$ cat src/rtl/usbpu_pkg.sv
package usbpu_pkg;

    localparam int DIV_SEL_W  = 3;
    localparam int NUM_RATIOS = 1 << DIV_SEL_W;
    localparam int H_MIN_MHZ  = 150;
    localparam int H_MAX_MHZ  = 300;

    typedef enum logic [1:0] {
        RATE_100   = 2'd0,
        RATE_50    = 2'd1,
        RATE_125   = 2'd2,
        RATE_OTHER = 2'd3
    } rate_e;

    typedef enum logic [3:0] {
        ST_IDLE,
        ST_ASSERT,
        ST_DIV_PICK,
        ST_DIV_CHK,
        ST_REF_CFG,
        ST_WAIT_WRAP,
        ST_WAIT_PWR,
        ST_SETTLE,
        ST_WAIT_CORE,
        ST_HOST_MODE,
        ST_PHY_REL,
        ST_DONE,
        ST_ERR
    } seq_state_e;

    typedef struct packed {
        logic                 wrap_rst;
        logic                 core_rst;
        logic                 phy_rst;
        logic                 div_rst;
        logic [DIV_SEL_W-1:0] div_sel;
        logic                 hclk_en;
        logic [1:0]           ref_sel;
        logic [5:0]           ref_fsel;
        logic [6:0]           mpll_mul;
        logic                 ssc_en;
        logic                 ssp_en;
        logic                 hs_pwr;
        logic                 ss_pwr;
        logic                 ppc_en;
        logic                 ppc_high;
        logic                 sclk_en;
        logic                 drd_mode;
    } ctl_t;

    typedef struct packed {
        rate_e rate;
        logic  hs_pll;
        logic  ss_src;
        logic  pwr_present;
        logic  pwr_low;
    } cfg_t;

    // Divider code to division ratio.
    function automatic int unsigned ratio_of(int unsigned code);
        case (code)
            0:       return 1;
            1:       return 2;
            2:       return 4;
            3:       return 6;
            4:       return 8;
            5:       return 16;
            6:       return 24;
            default: return 32;
        endcase
    endfunction

    // Control word held while everything sits in reset.
    function automatic ctl_t ctl_reset();
        ctl_t c;
        c          = '0;
        c.wrap_rst = 1'b1;
        c.core_rst = 1'b1;
        c.phy_rst  = 1'b1;
        c.drd_mode = 1'b1;
        return c;
    endfunction

endpackage

$ cat src/rtl/usbpu_div_pick.sv
module usbpu_div_pick
    import usbpu_pkg::*;
#(
    parameter int BUS_W = 14
) (
    input  logic [BUS_W-1:0]     bus_mhz,
    output logic [DIV_SEL_W-1:0] sel,
    output logic                 found
);
    localparam int CW = 32;

    logic [CW-1:0]         bus_ext;
    logic [NUM_RATIOS-1:0] fit;

    assign bus_ext = CW'(bus_mhz);

    // One range comparator per ratio; divided clock in [min, max] inclusive.
    for (genvar g = 0; g < NUM_RATIOS; g++) begin : g_fit
        localparam int unsigned LO = H_MIN_MHZ * ratio_of(g);
        localparam int unsigned HI = H_MAX_MHZ * ratio_of(g);
        assign fit[g] = (bus_ext >= CW'(LO)) && (bus_ext <= CW'(HI));
    end

    // Largest ratio wins.
    always_comb begin
        found = 1'b0;
        sel   = '0;
        for (int i = NUM_RATIOS - 1; i >= 0; i--) begin
            if (!found && fit[i]) begin
                found = 1'b1;
                sel   = DIV_SEL_W'(i);
            end
        end
    end

endmodule

$ cat src/rtl/usbpu_ref_cfg.sv
module usbpu_ref_cfg
    import usbpu_pkg::*;
(
    input  rate_e      rate,
    input  logic       hs_pll,
    input  logic       ss_src,
    output logic [1:0] ref_sel,
    output logic [5:0] ref_fsel,
    output logic [6:0] mpll_mul
);
    logic as_100;

    assign ref_sel = {hs_pll, ss_src};
    assign as_100  = (rate == RATE_100) || (rate == RATE_OTHER);

    always_comb begin
        unique case (rate)
            RATE_50:  mpll_mul = 7'h32;
            RATE_125: mpll_mul = 7'h28;
            default:  mpll_mul = 7'h19;
        endcase
        ref_fsel = (as_100 && !ref_sel[1]) ? 6'h27 : 6'h07;
    end

endmodule

$ cat src/rtl/usbpu_wait_timer.sv
module usbpu_wait_timer #(
    parameter int WAIT_W   = 16,
    parameter int MIN_WAIT = 10
) (
    input  logic              clk,
    input  logic              rst,
    input  logic              load,
    input  logic [WAIT_W-1:0] len,
    output logic              expired
);
    localparam logic [WAIT_W-1:0] MIN_V = WAIT_W'(MIN_WAIT);

    logic [WAIT_W-1:0] cnt;
    logic [WAIT_W-1:0] eff;

    assign eff     = (len < MIN_V) ? MIN_V : len;
    assign expired = (cnt == '0);

    always_ff @(posedge clk) begin
        if (rst) begin
            cnt <= '0;
        end else if (load) begin
            cnt <= eff - 1'b1;
        end else if (cnt != '0) begin
            cnt <= cnt - 1'b1;
        end
    end

endmodule

$ cat src/rtl/usb_pwrup_seq.sv
module usb_pwrup_seq
    import usbpu_pkg::*;
#(
    parameter int BUS_W    = 14,
    parameter int WAIT_W   = 16,
    parameter int MIN_WAIT = 10
) (
    input  logic              clk,
    input  logic              rst,
    input  logic              start,
    input  logic [1:0]        rate_code,
    input  logic              hs_use_pll,
    input  logic              ss_src,
    input  logic [BUS_W-1:0]  bus_mhz,
    input  logic              port_pwr_present,
    input  logic              port_pwr_active_low,
    input  logic [WAIT_W-1:0] wait_cycles,
    input  logic [WAIT_W-1:0] settle_cycles,
    input  logic [2:0]        div_sel_rb,
    input  logic              hclk_en_rb,
    output logic              wrap_rst,
    output logic              core_rst,
    output logic              phy_rst,
    output logic              hdiv_rst,
    output logic [2:0]        hdiv_sel,
    output logic              hclk_en,
    output logic [1:0]        ref_sel,
    output logic [5:0]        ref_fsel,
    output logic [6:0]        mpll_mul,
    output logic              ssc_en,
    output logic              ssp_en,
    output logic              hs_phy_pwr,
    output logic              ss_phy_pwr,
    output logic              ppc_en,
    output logic              ppc_active_high,
    output logic              sclk_en,
    output logic              drd_mode,
    output logic              done,
    output logic              error
);
    seq_state_e        state_q;
    ctl_t              ctl_q;
    cfg_t              cfg_q;
    logic [BUS_W-1:0]  bus_q;
    logic [WAIT_W-1:0] wait_q;
    logic [WAIT_W-1:0] settle_q;
    logic              done_q;
    logic              err_q;

    logic [DIV_SEL_W-1:0] pick_sel;
    logic                 pick_found;
    logic [1:0]           rc_sel;
    logic [5:0]           rc_fsel;
    logic [6:0]           rc_mul;
    logic                 tmr_load;
    logic [WAIT_W-1:0]    tmr_len;
    logic                 tmr_exp;

    usbpu_div_pick #(.BUS_W(BUS_W)) u_pick (
        .bus_mhz (bus_q),
        .sel     (pick_sel),
        .found   (pick_found)
    );

    usbpu_ref_cfg u_ref (
        .rate     (cfg_q.rate),
        .hs_pll   (cfg_q.hs_pll),
        .ss_src   (cfg_q.ss_src),
        .ref_sel  (rc_sel),
        .ref_fsel (rc_fsel),
        .mpll_mul (rc_mul)
    );

    usbpu_wait_timer #(.WAIT_W(WAIT_W), .MIN_WAIT(MIN_WAIT)) u_tmr (
        .clk     (clk),
        .rst     (rst),
        .load    (tmr_load),
        .len     (tmr_len),
        .expired (tmr_exp)
    );

    // Timer is reloaded on entry to every timed state.
    always_comb begin
        tmr_load = 1'b0;
        tmr_len  = wait_q;
        unique case (state_q)
            ST_REF_CFG:   tmr_load = 1'b1;
            ST_WAIT_WRAP: tmr_load = tmr_exp;
            ST_WAIT_PWR: begin
                tmr_load = tmr_exp;
                if (cfg_q.pwr_present) tmr_len = settle_q;
            end
            ST_SETTLE:    tmr_load = tmr_exp;
            default:      tmr_load = 1'b0;
        endcase
    end

    always_ff @(posedge clk) begin
        if (rst) begin
            state_q  <= ST_IDLE;
            ctl_q    <= ctl_reset();
            cfg_q    <= '0;
            bus_q    <= '0;
            wait_q   <= '0;
            settle_q <= '0;
            done_q   <= 1'b0;
            err_q    <= 1'b0;
        end else begin
            unique case (state_q)
                ST_IDLE, ST_DONE, ST_ERR: begin
                    if (start) begin
                        ctl_q             <= ctl_reset();
                        cfg_q.rate        <= rate_e'(rate_code);
                        cfg_q.hs_pll      <= hs_use_pll;
                        cfg_q.ss_src      <= ss_src;
                        cfg_q.pwr_present <= port_pwr_present;
                        cfg_q.pwr_low     <= port_pwr_active_low;
                        bus_q             <= bus_mhz;
                        wait_q            <= wait_cycles;
                        settle_q          <= settle_cycles;
                        done_q            <= 1'b0;
                        err_q             <= 1'b0;
                        state_q           <= ST_ASSERT;
                    end
                end
                ST_ASSERT: begin
                    ctl_q.div_rst <= 1'b1;
                    state_q       <= ST_DIV_PICK;
                end
                ST_DIV_PICK: begin
                    if (pick_found) begin
                        ctl_q.div_sel <= pick_sel;
                        ctl_q.hclk_en <= 1'b1;
                        state_q       <= ST_DIV_CHK;
                    end else begin
                        err_q   <= 1'b1;
                        state_q <= ST_ERR;
                    end
                end
                ST_DIV_CHK: begin
                    if ((div_sel_rb != ctl_q.div_sel) || !hclk_en_rb) begin
                        err_q   <= 1'b1;
                        state_q <= ST_ERR;
                    end else begin
                        ctl_q.div_rst <= 1'b0;
                        state_q       <= ST_REF_CFG;
                    end
                end
                ST_REF_CFG: begin
                    ctl_q.ref_sel  <= rc_sel;
                    ctl_q.ref_fsel <= rc_fsel;
                    ctl_q.mpll_mul <= rc_mul;
                    ctl_q.ssc_en   <= 1'b1;
                    ctl_q.ssp_en   <= 1'b1;
                    ctl_q.hs_pwr   <= 1'b1;
                    ctl_q.ss_pwr   <= 1'b1;
                    state_q        <= ST_WAIT_WRAP;
                end
                ST_WAIT_WRAP: begin
                    if (tmr_exp) begin
                        ctl_q.wrap_rst <= 1'b0;
                        state_q        <= ST_WAIT_PWR;
                    end
                end
                ST_WAIT_PWR: begin
                    if (tmr_exp) begin
                        ctl_q.ppc_en   <= cfg_q.pwr_present;
                        ctl_q.ppc_high <= cfg_q.pwr_present & ~cfg_q.pwr_low;
                        if (cfg_q.pwr_present) begin
                            state_q <= ST_SETTLE;
                        end else begin
                            ctl_q.core_rst <= 1'b0;
                            state_q        <= ST_WAIT_CORE;
                        end
                    end
                end
                ST_SETTLE: begin
                    if (tmr_exp) begin
                        ctl_q.core_rst <= 1'b0;
                        state_q        <= ST_WAIT_CORE;
                    end
                end
                ST_WAIT_CORE: begin
                    if (tmr_exp) begin
                        ctl_q.sclk_en <= 1'b1;
                        state_q       <= ST_HOST_MODE;
                    end
                end
                ST_HOST_MODE: begin
                    ctl_q.drd_mode <= 1'b0;
                    state_q        <= ST_PHY_REL;
                end
                ST_PHY_REL: begin
                    ctl_q.phy_rst <= 1'b0;
                    done_q        <= 1'b1;
                    state_q       <= ST_DONE;
                end
                default: state_q <= ST_IDLE;
            endcase
        end
    end

    assign wrap_rst        = ctl_q.wrap_rst;
    assign core_rst        = ctl_q.core_rst;
    assign phy_rst         = ctl_q.phy_rst;
    assign hdiv_rst        = ctl_q.div_rst;
    assign hdiv_sel        = ctl_q.div_sel;
    assign hclk_en         = ctl_q.hclk_en;
    assign ref_sel         = ctl_q.ref_sel;
    assign ref_fsel        = ctl_q.ref_fsel;
    assign mpll_mul        = ctl_q.mpll_mul;
    assign ssc_en          = ctl_q.ssc_en;
    assign ssp_en          = ctl_q.ssp_en;
    assign hs_phy_pwr      = ctl_q.hs_pwr;
    assign ss_phy_pwr      = ctl_q.ss_pwr;
    assign ppc_en          = ctl_q.ppc_en;
    assign ppc_active_high = ctl_q.ppc_high;
    assign sclk_en         = ctl_q.sclk_en;
    assign drd_mode        = ctl_q.drd_mode;
    assign done            = done_q;
    assign error           = err_q;

endmodule

$ cat config.mk
export PLATFORM = sky130hd
export DESIGN_NAME = usb_pwrup_seq
export DESIGN_NICKNAME = d
export VERILOG_FILES = /design/src/rtl/usbpu_pkg.sv /design/src/rtl/usbpu_div_pick.sv /design/src/rtl/usbpu_ref_cfg.sv /design/src/rtl/usbpu_wait_timer.sv /design/src/rtl/usb_pwrup_seq.sv
export SDC_FILE = /design/constraint.sdc
export NUM_CORES = 1
export LEC_CHECK = 0
export ABC_AREA = 1
export BUFFER_PORTS_ARGS = -buffer_cell sky130_fd_sc_hd__buf_2
export CORE_AREA = 2 2 95 134
export DETAILED_ROUTE_END_ITERATION = 7
export DIE_AREA = 0 0 97 136
export PLACE_DENSITY = 0.76
export SYNTH_ARGS = -nofsm -noshare
export SYNTH_HDL_FRONTEND = slang
export SYNTH_SLANG_ARGS = --single-unit
$ cat constraint.sdc
create_clock -name clk -period 2.95 [get_ports clk]
set_input_delay 0.4425 -clock clk [delete_from_list [all_inputs] [get_ports clk]]
set_output_delay 0.4425 -clock clk [all_outputs]
set_load 0.01 [all_outputs]
* Word-level counts from Yosys, hierarchy flattened *
Cells that the tools add are included.

cells by class
  $add $sub $neg = 2
  magnitude comparators = 17
  equal/unequal tests = 26
  mux-type cells = 55
  bitwise operators = 2
  reduce and logical (&&, ||, !) cells = 56

operators by type and width
  kind                     number
  $mux W16                 5
  $pmux W4 S11             1
  $pmux W19 S2             1
  $mux W4                  9
  $sub A16 B1 Y16 const B  2
  $mux W31                 1
  $ge A14 B10 Y1 const B   2
  $ge A14 B12 Y1 const B   2
  $le A14 B11 Y1 const B   2
  $le A14 B13 Y1 const B   2
  $mux W3                  8
  $eq A4 B4 Y1 const B     5
  $ne A2 B2 Y1 const B     10
  $eq A4 B3 Y1 const B     4
  $logic_and A1 B1 Y1      16
  $logic_not A16 Y1        1
  $lt A16 B4 Y1 const B    1
  $mux W1                  16
  $reduce_bool A16 Y1      1
  $reduce_bool A2 Y1       8
  $reduce_and A3 Y1        5
  $ge A14 B11 Y1 const B   1
  $ge A14 B13 Y1 const B   1
  $ge A14 B8 Y1 const B    1
  28 further kinds         53

word-level totals
  register bits after elaboration = 105
  input port bits = 59
  word-level logic and storage cells = 187

* Longest topological paths before layout *
Gate-level depths: netlist (run 1).

  depth after elaboration = 26
  mapped depth = 21
  depth with buffers taken out = 20

* Cells and area by module *
Synthesis (run 1) repeated with hierarchy kept, for this count alone.

second synthesis, totals
  cell total of the unflattened synthesis = 891
  area total of the unflattened synthesis = 5,672.9 µm²

by module, submodules not included
  module            times used  cells an instance  area an instance (µm²)  sequential area each (µm²)
  usb_pwrup_seq     1           496                3,538.4                 1,721.7
  usbpu_wait_timer  1           203                1,207.4                 320.3
  usbpu_div_pick    1           172                789.5                   0.0
  usbpu_ref_cfg     1           20                 137.6                   0.0

* Worst setup path after synthesis (run 1) *
No wires, ideal clock.

  path type = register -> register
  start = register cfg_q[1] (netlist bit)
  end = register u_tmr.cnt[6]
  data arrival time = 2.240 ns
  required time = 2.822 ns
  slack = 0.582 ns
  stages on the path, launching flop included = 21
  cells stage by stage = dfxtp_1 buf_2 inv_1 buf_4 nand2_1 o21ai_0 nand2_1 nand2_1 a21oi_1 nor2_2 nand2_4 nand2_2 o21ai_2 inv_1 ha_1 nand3_4 clkinv_1 nand2_1 nor2_1 nor2_1 a21oi_1

on the way
  longest elaborated chain between the ends = 6

ends and longest elaborated chain
  what                    line                    text
  start: declaration      usb_pwrup_seq.sv:43     cfg_t cfg_q;
  $mux W16 (*)            usb_pwrup_seq.sv:91     if (cfg_q.pwr_present) tmr_len = settle_q;
  $mux W16 (*)            usb_pwrup_seq.sv:86     unique case (state_q)
  $lt A16 B4 Y1           usbpu_wait_timer.sv:16  assign eff = (len < MIN_V) ? MIN_V : len;
  $mux W16 (*)            usbpu_wait_timer.sv:16
  $sub A16 B1 Y16 (*)     usbpu_wait_timer.sv:23  cnt <= eff - 1'b1;
  $mux W16 (*)            usbpu_wait_timer.sv:22  end else if (load) begin
  end signal: assignment  usbpu_wait_timer.sv:23
  end signal: assignment  usbpu_wait_timer.sv:25  cnt <= cnt - 1'b1;
  end: declaration        usbpu_wait_timer.sv:13  logic [WAIT_W-1:0] cnt;

Every way passes the cells marked *; elsewhere a longest branch is shown, timed or not.
A chain may end at the register's enable or synchronous reset.

* Worst setup path after layout (run 1) *
  start = register state_q[3]
  end = register u_tmr.cnt[10]

on the way
  longest elaborated chain between the ends = 6

ends and longest elaborated chain
  what                      line                    text
  start: declaration        usb_pwrup_seq.sv:41     seq_state_e state_q;
  start signal: assignment  usb_pwrup_seq.sv:100    state_q <= ST_IDLE;
  start signal: assignment  usb_pwrup_seq.sv:123    state_q <= ST_ASSERT;
  start signal: assignment  usb_pwrup_seq.sv:128    state_q <= ST_DIV_PICK;
  $eq A4 B3 Y1              usb_pwrup_seq.sv:86
  $mux W16                  usb_pwrup_seq.sv:86
  $lt A16 B4 Y1             usbpu_wait_timer.sv:16
  $mux W16                  usbpu_wait_timer.sv:16
  $sub A16 B1 Y16           usbpu_wait_timer.sv:23
  $mux W16                  usbpu_wait_timer.sv:22

Parallel ways exist; a longest one is shown, timed or not.

==> results of run 1 <==
[cell type report]
class,instances,area [sq um]
Fill cell,1271,5949
Tap cell,150,187.7
Clock buffer,9,225.2
Sequential cell,95,1904
Timing Repair Buffer,99,529.3
Multi-Input combinational cell,633,2905
Clock inverter,7,70.07
Inverter,80,300.3
[worst max-delay path, cell delays in order, from the launching register on]
cell and delay (ps):
dfxtp_1 360, inv_2 90, nand2_2 80, nor2_2 120, buf_6 190, nand2_1 70, nand2_1 90, inv_1 70
nor2_1 80, nand2_1 70, nor2_2 140, nand2_4 100, nand2_2 70, o21ai_2 100, inv_1 170, ha_1 230
nand3_4 100, nor2_4 170, nand3_1 100, nand2_1 70, nand3_1 60, nor2_1 80
[through the flow]
| step | std cells | setup slack, ps |
|---|---|---|
| finish | 1073 | 249.4 |
| detailed placement | 1057 | 247.4 |
| global placement | 1057 | 264.9 |
| global route | 1073 | 28.29 |
| floorplan | 847 | 582.4 |
| CTS | 1073 | 198.1 |
[cell families (layout without fill, tap and decap cells)]
family                   after synthesis  after routing  synth area share, %
XOR/XNOR                               4              4               0.6597
adder cells (fa/ha/maj)                4              4               0.9423
AND/OR/NAND/NOR                      463            463                37.24
flip-flops                            95             95                35.81
other                                  1              4              0.07060
AO/OA/AOI/OAI                        158            158                15.52
buffers and inverters                119            195                9.753
[power by group through the flow]
stage	logic, uW	registers [uW]	clock network [uW]
2_1_floorplan	2700	1970	0
3_3_place_gp	3500	2030	0
3_5_place_dp	3500	2030	0
4_1_cts	3520	2010	1180
5_1_grt	3990	2060	1230
6_report	3530	2010	1170
[cells in the final DEF, fill, tap and decap left out, types with 2 or more instances in the layout]
cell type and instances:
nand2_1 230, inv_1 68, xor2_1 2, ha_1 4, nand3_1 38, o21ai_0 77
nor2_2 4, nand2_2 9, clkbuf_16 9, nand4_1 13, nor2_1 135, a21oi_1 64
inv_6 3, conb_1 4, o21ai_1 7, dfxtp_2 2, buf_4 11, or2_2 5
nor4_1 2, nor3_1 16, nor2_4 3, buf_2 87, a31oi_1 2, clkinv_1 2
nand2_4 4, inv_8 2, dfxtp_1 93, xnor2_1 2, inv_2 10
[worst min path at each step]
stage / start / end / slack [ps] / cells past startpoint
6_report: settle_cycles[2] / settle_q[2] / 340 / 3
5_1_grt: settle_cycles[3] / settle_q[3] / 370 / 3
4_1_cts: settle_cycles[2] / settle_q[2] / 340 / 3
3_5_place_dp: error / error / 450 / 2
3_3_place_gp: error / error / 430 / 2
2_1_floorplan: settle_q[11] / settle_q[11] / 430 / 2
[state kept, by name, indices dropped and copies added (netlist names), 2 cells and up]
name and flops:
hdiv_sel 3, ref_fsel 2, u_tmr.cnt 16, ref_sel 2
cfg_q 6, bus_q 14, mpll_mul 5, wait_q 16
state_q 4, settle_q 16
[per-layer routing]
layer | track usage (%) | share of wire, % | wire, microns | up-vias
met1 | 23.90 | 40 | 6004 | 2499
met5 | 0 | 0 | 0 | -
met2 | 41.32 | 51 | 7737 | 145
met4 | 14.71 | 5.2 | 793 | 0
li1 | - | - | - | 2832
met3 | 3.445 | 3.9 | 586 | 58
[cells in the mapped netlist, types with 10 or more instances]
cell type    n  area (sq um)
inv_1       68         255.2
nand4_1     13         81.33
a21oi_1     64         320.3
o21ai_0     77         385.4
buf_4       13         97.59
dfxtp_1     95          1902
nand3_1     38         190.2
nor2_1     135         506.7
clkbuf_1    14         52.55
nor3_1      16         80.08
inv_2       10         37.54
nand2_1    231         867.1
[repair_timing]
action	4_1_cts	5_1_grt
setup buffers	0	0
gates resized for setup	0	3
endpoints found under the setup margin	0	4
==> out/results.ini, run 1 <==
[critical_path]
worst_setup_path_start_kind=register
required_ps=3240
worstSetupEndpointType=register
worst-setup-path-type=reg2reg
worstPathArrival_ps=2990
crit_fanout=20
reg2reg_depth=21
r2r_end=u_tmr.cnt[10]
timing.rr.start=state_q[3]
worstSetupEndpoint=u_tmr.cnt[10]
critPathLaunch=state_q[3]
rrSetupSlack_ps=250

[timing]
fin_skew_ps=7.825
relSlewSlack_pct=65.00
fin_hold_ws_ps=343.4
fmax_ghz=0.3703
post-route-period-util_pct=91.55
period_needed_ps=2701
hold_viol=0
rsz0062_at_grt=false
worst_pin_slew_ps=521.1
finalSetupTns_ps=0
drv_slew=0
setup-violations-final=0

[power]
internal_power_uw=3459
p_clk_share_pct=17.4
power_frac_comb_pct=52.6
p_total_uw=6715
power_frac_seq_pct=30.0
peakVddDrop_mv=0.4283
p_per_area_nw_per_um2=1097
p_switching_uw=3256
p_leak_uw=0.002898
netSwitchingFraction_pct=48.49

[route]
first_pass_iters=5
routedWlPerCell_microns=14.09
drt_iter0_drc=322
viasPerCell=5.158
wl_mm=15.12
vias=5534
postRouteAntennaNets=0
drc=0

[layout]
final_area_sq_um=6122
fin_nets=981
drive_gt1_share_pct=17.01
area_delta_synth_final_pct=15.26
diodes=0
fin_util_pct=50.72

[synthesis]
synth-seq-cells=95
synth.yosys.warnings=0
syn_inst=844
synth-seq-area-share_pct=35.81
syn_area_sq_um=5311
synthArstFlopShare_pct=0
synth_cell_types=40
synth_ff_type=dfxtp_1
avgSynthCellArea_sq_um=6.293
synth_edf_count=0

[clocking]
ctsHoldBuffers=0
cts_root_buf=clkbuf_16
clock_path_buffers=2
cts.htree.levels=3
cts_tree=done
cts-buffers-inserted=9
cts.sinks=95
clk_latency_ps=350
cts.clk_slew.worst_paths_ps=80

[min_path]
hp-class=in2reg

[floorplanning]
core_sq_um=12070
io_pins=92
start_util_pct=44.00
num_rows=48
chipHeight_microns=136
die_area_sq_um=13190
die_w_microns=97

[outcome]
status=finished clean

[job]
drv_cap=0

[grt]
grt_pass1_wl_mm=23.78
grt_usage_pct=22.53
antenna_found_initial=0
grt_pass1_vias=5059
grt_max_degree=49
overflow=0

[placement]
placed_area_sq_um=5821
post-dp-hpwl_mm=11.78
io_buffers=87
gp_congestion=0.9333

(Power assumes the default switching activity.)
==> run 2, diff against run 1 <==
--- a/config.mk
+++ b/config.mk
@@ -10,6 +10,7 @@
 export CORE_AREA = 2 2 95 134
 export DETAILED_ROUTE_END_ITERATION = 7
 export DIE_AREA = 0 0 97 136
+export MAX_ROUTING_LAYER = met4
 export PLACE_DENSITY = 0.76
 export SYNTH_ARGS = -nofsm -noshare
 export SYNTH_HDL_FRONTEND = slang
==> run 2 against run 1 <==
Against the previous run:
- via count is 2.3% lower
- sequential share of layout area is 0.16 points lower
- maximum frequency up 3.5%
- design area grew 0.51%
- cell count about the same
- global-route usage up 1.7 points
- clock power rose by 6%
- sequential cell count did not move
- first-iteration DRC count is 20% lower
- critical path depth down 1
- count of clock-buffer cells in the layout is the same
- largest power group unchanged
==> out/results.ini, run 2 (same netlist as run 1, synthesis figures left out) <==
[timing]
drv_slew=0  ; unchanged
setup-violations-final=0  ; unchanged
hold_viol=0  ; unchanged
rsz0062_at_grt=false
fmax_ghz=0.3834  ; +3.5%
relSlewSlack_pct=61.25  ; -3.7 points
fin_skew_ps=5.818  ; -2.007 ps
worst_pin_slew_ps=576.8  ; +55.71 ps
timing.final.ws_setup_ps=341.9  ; +92.50 ps
finalSetupTns_ps=0  ; unchanged
post-route-period-util_pct=88.41  ; -3.1 points
period_needed_ps=2608  ; -92.50 ps

[layout]
area_delta_synth_final_pct=15.85
regArea_sq_um=1904  ; unchanged
drive_gt1_share_pct=17.32  ; +0.31 points
final_common_cell=nand2_1
num-fill-cells=1249  ; -1.7%
instances_no_fill=1074  ; +0.093%
multi_input_comb_area_sq_um=2913  ; +0.26%
fin_nets=982  ; +0.10%
top_regs=settle_q: 16 flops, u_tmr.cnt: 16 flops, wait_q: 16 flops
diodes=0  ; unchanged
final_cell_mix=nand2_1 (230), nor2_1 (135), dfxtp_1 (93), buf_2 (87), o21ai_0 (77)

[critical_path]
worstSetupEndpointType=register
required_ps=3180  ; -60 ps
worst-setup-path-type=reg2reg
worst_setup_path_start_kind=register
crit_fanout=20  ; unchanged
worstPathArrival_ps=2840  ; -150 ps
crit_path_max_incr_delay_ps=380  ; +20 ps
worst_path_max_delay_cell=dfxtp_1
crit_chain=inv_2 > nand2_1 > nor2_2 > buf_6 > nand2_1 > nand2_1 > inv_2 > nor2_1 > nand2_1 > nor2_2 > nand2_4 > nand2_2 > o21ai_2 > inv_2 > ha_2 > nand3_4 > nor2_4 > nand4_1 > nand3_1 > nor2_1
critPathMostFrequentCell=nand2_1

[placement]
io_buffers=87  ; unchanged
post-dp-hpwl_mm=11.91  ; +1.1%
gp_congestion=0.9599  ; +2.9%
pre_cts_slack_ps=261.7  ; +14.26 ps
dp_cells=1058  ; +0.095%

[route]
vias=5407  ; -2.3%
viasPerCell=5.034  ; -2.4%
drt_iter0_drc=258  ; -20%
drc=0  ; unchanged
wl_mm=15.31  ; +1.3%
first_pass_iters=6  ; +1
postRouteAntennaNets=0  ; unchanged
routedWlPerCell_microns=14.26  ; +1.2%

[clocking]
cts-buffers-inserted=9  ; unchanged
cts.clk_slew.worst_paths_ps=70  ; about the same
cts_root_buf=clkbuf_16
ctsResizeCount=0  ; unchanged
clk_latency_ps=360  ; about the same
clock_path_buffers=2  ; unchanged
cts_tree=done
cts.htree.levels=3  ; unchanged
ctsHoldBuffers=0  ; unchanged
cts_setup_buffers=0  ; unchanged
cts.sinks=95  ; unchanged

[floorplanning]
die_w_microns=97  ; unchanged
die_area_sq_um=13190  ; unchanged
start_util_pct=44.00  ; unchanged
num_rows=48  ; unchanged
io_pins=92  ; unchanged
core_sq_um=12070  ; unchanged
chipHeight_microns=136  ; unchanged

[min_path]
hp-class=in2reg

[power]
p_per_area_nw_per_um2=1108  ; +1.1%
p_leak_uw=0.002923  ; +0.87%
peakVddDrop_mv=0.4146  ; -3.2%
p_total_uw=6821  ; +1.6%

[job]
drv_cap=0  ; unchanged

[grt]
grt_pass1_vias=5124  ; +1.3%
grt_pass1_wl_mm=24.67  ; +3.7%
antenna_found_initial=0  ; unchanged
grt_usage_pct=24.21  ; +1.7 points
overflow=0  ; unchanged
grt_max_degree=59  ; +20%

[outcome]
status=finished clean

==> run 2: changes by cell type in the layout (fill, tap and decap cells not counted), sizes merged <==
| cell | change |
|---|---|
| buf | +1 |
| bufinv | +1 |
| clkinv | -1 |
==> run 2: final timing paths <==
kind	endpoint	slack, ps	start	cells past startpoint
setup / recovery	u_tmr.cnt[8]	340	state_q[0]	20
setup reg to reg	u_tmr.cnt[8]	340	state_q[0]	20
hold / removal	settle_q[6]	340	settle_cycles[6]	3
hold reg to reg	ref_sel[0]	460	ref_sel[0]	2
==> run 2: critical path: cells and delay by family (launching register included) <==
family	cells	cell delay (ps)
AND/OR/NAND/NOR	14	1340
adder cells (fa/ha/maj)	1	210
AO/OA/AOI/OAI	1	100
buffers and inverters	4	450
flip-flops	1	380
==> run 2: report_power, final <==
group / switching (uW) / total, uW / internal, uW / leakage, uW
clock: 564 / 1240 / 680 / 0.000156
combinational: 2400 / 3560 / 1160 / 0.00198
sequential: 306 / 2020 / 1710 / 0.000782
total: 3270 / 6820 / 3550 / 0.00292
==> run 2: stage by stage <==
stage	utilization, %	hold slack (ps)	cell area, sq um
6_report	50.97	338.9	6153
5_1_grt	50.97	344.9	6153
4_1_cts	50.86	333.7	6140
3_5_place_dp	48.28	447.8	5828
3_3_place_gp	48.28	441.9	5828
2_1_floorplan	-	429.3	5323
==> run 2: layout make-up <==
class                      instances  area share (%)
clock inverter                     7           1.403
timing repair buffer             100           8.723
inverter                          80           4.880
sequential                        95           30.95
tap                              150           3.050
clock buffer                       9           3.660
multi-input combinational        633           47.34
==> run 2: metal layers <==
layer | wire, microns | up-vias | GRT usage [%] | part of all wire, %
li1 | - | 2837 | - | -
met5 | 0 | - | - | 0
met1 | 5978 | 2402 | 24.94 | 39
met2 | 8157 | 127 | 44.21 | 53
met3 | 489 | 41 | 3.188 | 3.2
met4 | 687 | 0 | 13.85 | 4.5
==> run 3, diff against run 2 <==
--- a/config.mk
+++ b/config.mk
@@ -7,11 +7,11 @@
 export LEC_CHECK = 0
 export ABC_AREA = 1
 export BUFFER_PORTS_ARGS = -buffer_cell sky130_fd_sc_hd__buf_2
-export CORE_AREA = 2 2 95 134
+export CORE_AREA = 2 2 101 142
 export DETAILED_ROUTE_END_ITERATION = 7
-export DIE_AREA = 0 0 97 136
+export DIE_AREA = 0 0 103 144
 export MAX_ROUTING_LAYER = met4
-export PLACE_DENSITY = 0.76
+export PLACE_DENSITY = 0.7
 export SYNTH_ARGS = -nofsm -noshare
 export SYNTH_HDL_FRONTEND = slang
 export SYNTH_SLANG_ARGS = --single-unit
==> run 3 against run 2 <==
Against the previous run:
- non-clock buffer count unchanged
- critical endpoint is now u_tmr.cnt[6]
- clock skew up 7.0 ps
- register-to-register slack better by 20 ps
- largest cell class unchanged
- highest routed layer unchanged
- die area up 12%
==> out/results.ini, run 3 (same netlist as run 1, synthesis figures left out) <==
[clocking]
ctsResizeCount=0  ; unchanged
ctsHoldBuffers=0  ; unchanged
cts.clk_slew.worst_paths_ps=80  ; about the same
cts_root_buf=clkbuf_16
cts_setup_buffers=0  ; unchanged
cts.htree.levels=3  ; unchanged
cts_tree=done
cts.sinks=95  ; unchanged
cts-buffers-inserted=9  ; unchanged
clk_latency_ps=350  ; about the same
clock_path_buffers=2  ; unchanged

[layout]
fin_util_pct=45.35  ; -5.6 points
area_delta_synth_final_pct=16.61
fin_nets=982  ; unchanged
final_common_cell=nand2_1
drive_gt1_share_pct=17.32  ; unchanged
top_regs=settle_q: 16 flops, u_tmr.cnt: 16 flops, wait_q: 16 flops
diodes=0  ; unchanged
final_cell_mix=nand2_1 (230), nor2_1 (135), dfxtp_1 (93), buf_2 (87), o21ai_0 (77)

[critical_path]
crit_fanout=12  ; -40%
worstPathArrival_ps=2820  ; -20 ps
worstSetupEndpointType=register
worst_setup_path_start_kind=register
required_ps=3180  ; about the same
worst-setup-path-type=reg2reg

[timing]
fmax_ghz=0.3859  ; +0.66%
drv_slew=0  ; unchanged
period_needed_ps=2591  ; -17.03 ps
worst_pin_slew_ps=537.6  ; -39.14 ps
setup-violations-final=0  ; unchanged
fin_skew_ps=12.79  ; +6.969 ps
hold_viol=0  ; unchanged
post-route-period-util_pct=87.83  ; -0.58 points
relSlewSlack_pct=63.88  ; +2.6 points
rsz0062_at_grt=false
finalSetupTns_ps=0  ; unchanged

[job]
drv_cap=0  ; unchanged

[outcome]
status=finished clean

[power]
internal_power_uw=3499  ; -1.6%
p_per_area_nw_per_um2=1096  ; -1.2%
power_frac_seq_pct=29.7  ; about the same
power_frac_comb_pct=52.9  ; +0.8 points
netSwitchingFraction_pct=48.43  ; +0.54 points
p_switching_uw=3286  ; +0.60%
p_leak_uw=0.002905  ; -0.60%
peakVddDrop_mv=0.4660  ; +12%
p_clk_share_pct=17.4  ; -0.8 points

[min_path]
hp-class=in2reg

[grt]
overflow=0  ; unchanged
antenna_found_initial=0  ; unchanged
grt_usage_pct=22.47  ; -1.7 points
grt_pass1_vias=5404  ; +5.5%
grt_pass1_wl_mm=25.36  ; +2.8%
grt_max_degree=64  ; +8.5%

[route]
viasPerCell=5.054  ; +0.39%
routedWlPerCell_microns=14.16  ; -0.70%
drc=0  ; unchanged
drt_iter0_drc=256  ; -0.78%
postRouteAntennaNets=0  ; unchanged
first_pass_iters=5  ; -1
wl_mm=15.70  ; +2.5%
vias=5605  ; +3.7%

[floorplanning]
num_rows=51  ; +6.3%
die_area_sq_um=14830  ; +12%
chipHeight_microns=144  ; +5.9%
start_util_pct=38.89  ; -5.1 points
io_pins=92  ; unchanged
core_sq_um=13660  ; +13%
die_w_microns=103  ; +6.2%

[placement]
io_buffers=87  ; unchanged
post-dp-hpwl_mm=12.13  ; +1.9%
gp_congestion=0.9106  ; -5.1%

run 3: final timing paths:
kind	from	to	slack (ps)	depth (start not counted)
min	settle_cycles[2]	settle_q[2]	350	3
max	u_tmr.cnt[4]	u_tmr.cnt[6]	360	17
max reg2reg	u_tmr.cnt[4]	u_tmr.cnt[6]	360	17
min reg2reg	error	error	460	2
run 3: area by class of cell:
class                      count  area [sq um]
fill                        1496          7462
multi-input combinational    633          2908
sequential                    95          1904
timing repair buffer         100         549.3
inverter                      80         300.3
clock buffer                  10         239.0
tap                          185         231.5
clock inverter                 6         61.31
run 3: stage by stage:
stage / instances / setup slack, ps / hold slack, ps / cell area, sq um / power (uW)
global placement: 1093 / 318.6 / 434.9 / 5884 / 5578
finish: 1109 / 358.9 / 346.1 / 6193 / 6785
detailed placement: 1093 / 261.4 / 448.1 / 5884 / 5594
global route: 1109 / 47.73 / 367.6 / 6193 / 7438
CTS: 1109 / 257.0 / 341.2 / 6185 / 6779
floorplan: 847 / 582.4 / 429.3 / 5323 / 4674
run 3: per-layer routing:
layer,vias up,track usage (%),share of wire [%],wire length (microns)
li1,2842,-,-,-
met1,2554,24.93,40,6238
met2,157,39.00,53,8289
met3,52,2.852,3.4,528
met4,0,11.43,4.1,643
met5,-,-,0,0
run 3: critical path, cell delays in order (launching register included):
cell and delay (ps):
dfxtp_1 320, nor2_1 110, nand2_1 80, nor2_1 250, nand2_1 160, nand2_1 100, nand2_2 170, a21oi_1 250
nand2_2 80, o21ai_2 140, inv_2 120, ha_2 210, nand3_4 100, clkinv_1 80, nand2_1 110, nor2_1 50
nor2_1 80, a21oi_1 60
run 3: power groups by stage:
stage                     Sequential [uW]  Combinational, uW  Clock, uW
after global routing                 2060               4120       1250
after floorplan                      1970               2700          0
after global placement               2030               3550          0
after CTS                            2000               3580       1200
after detailed placement             2030               3560          0
final                                2010               3590       1180
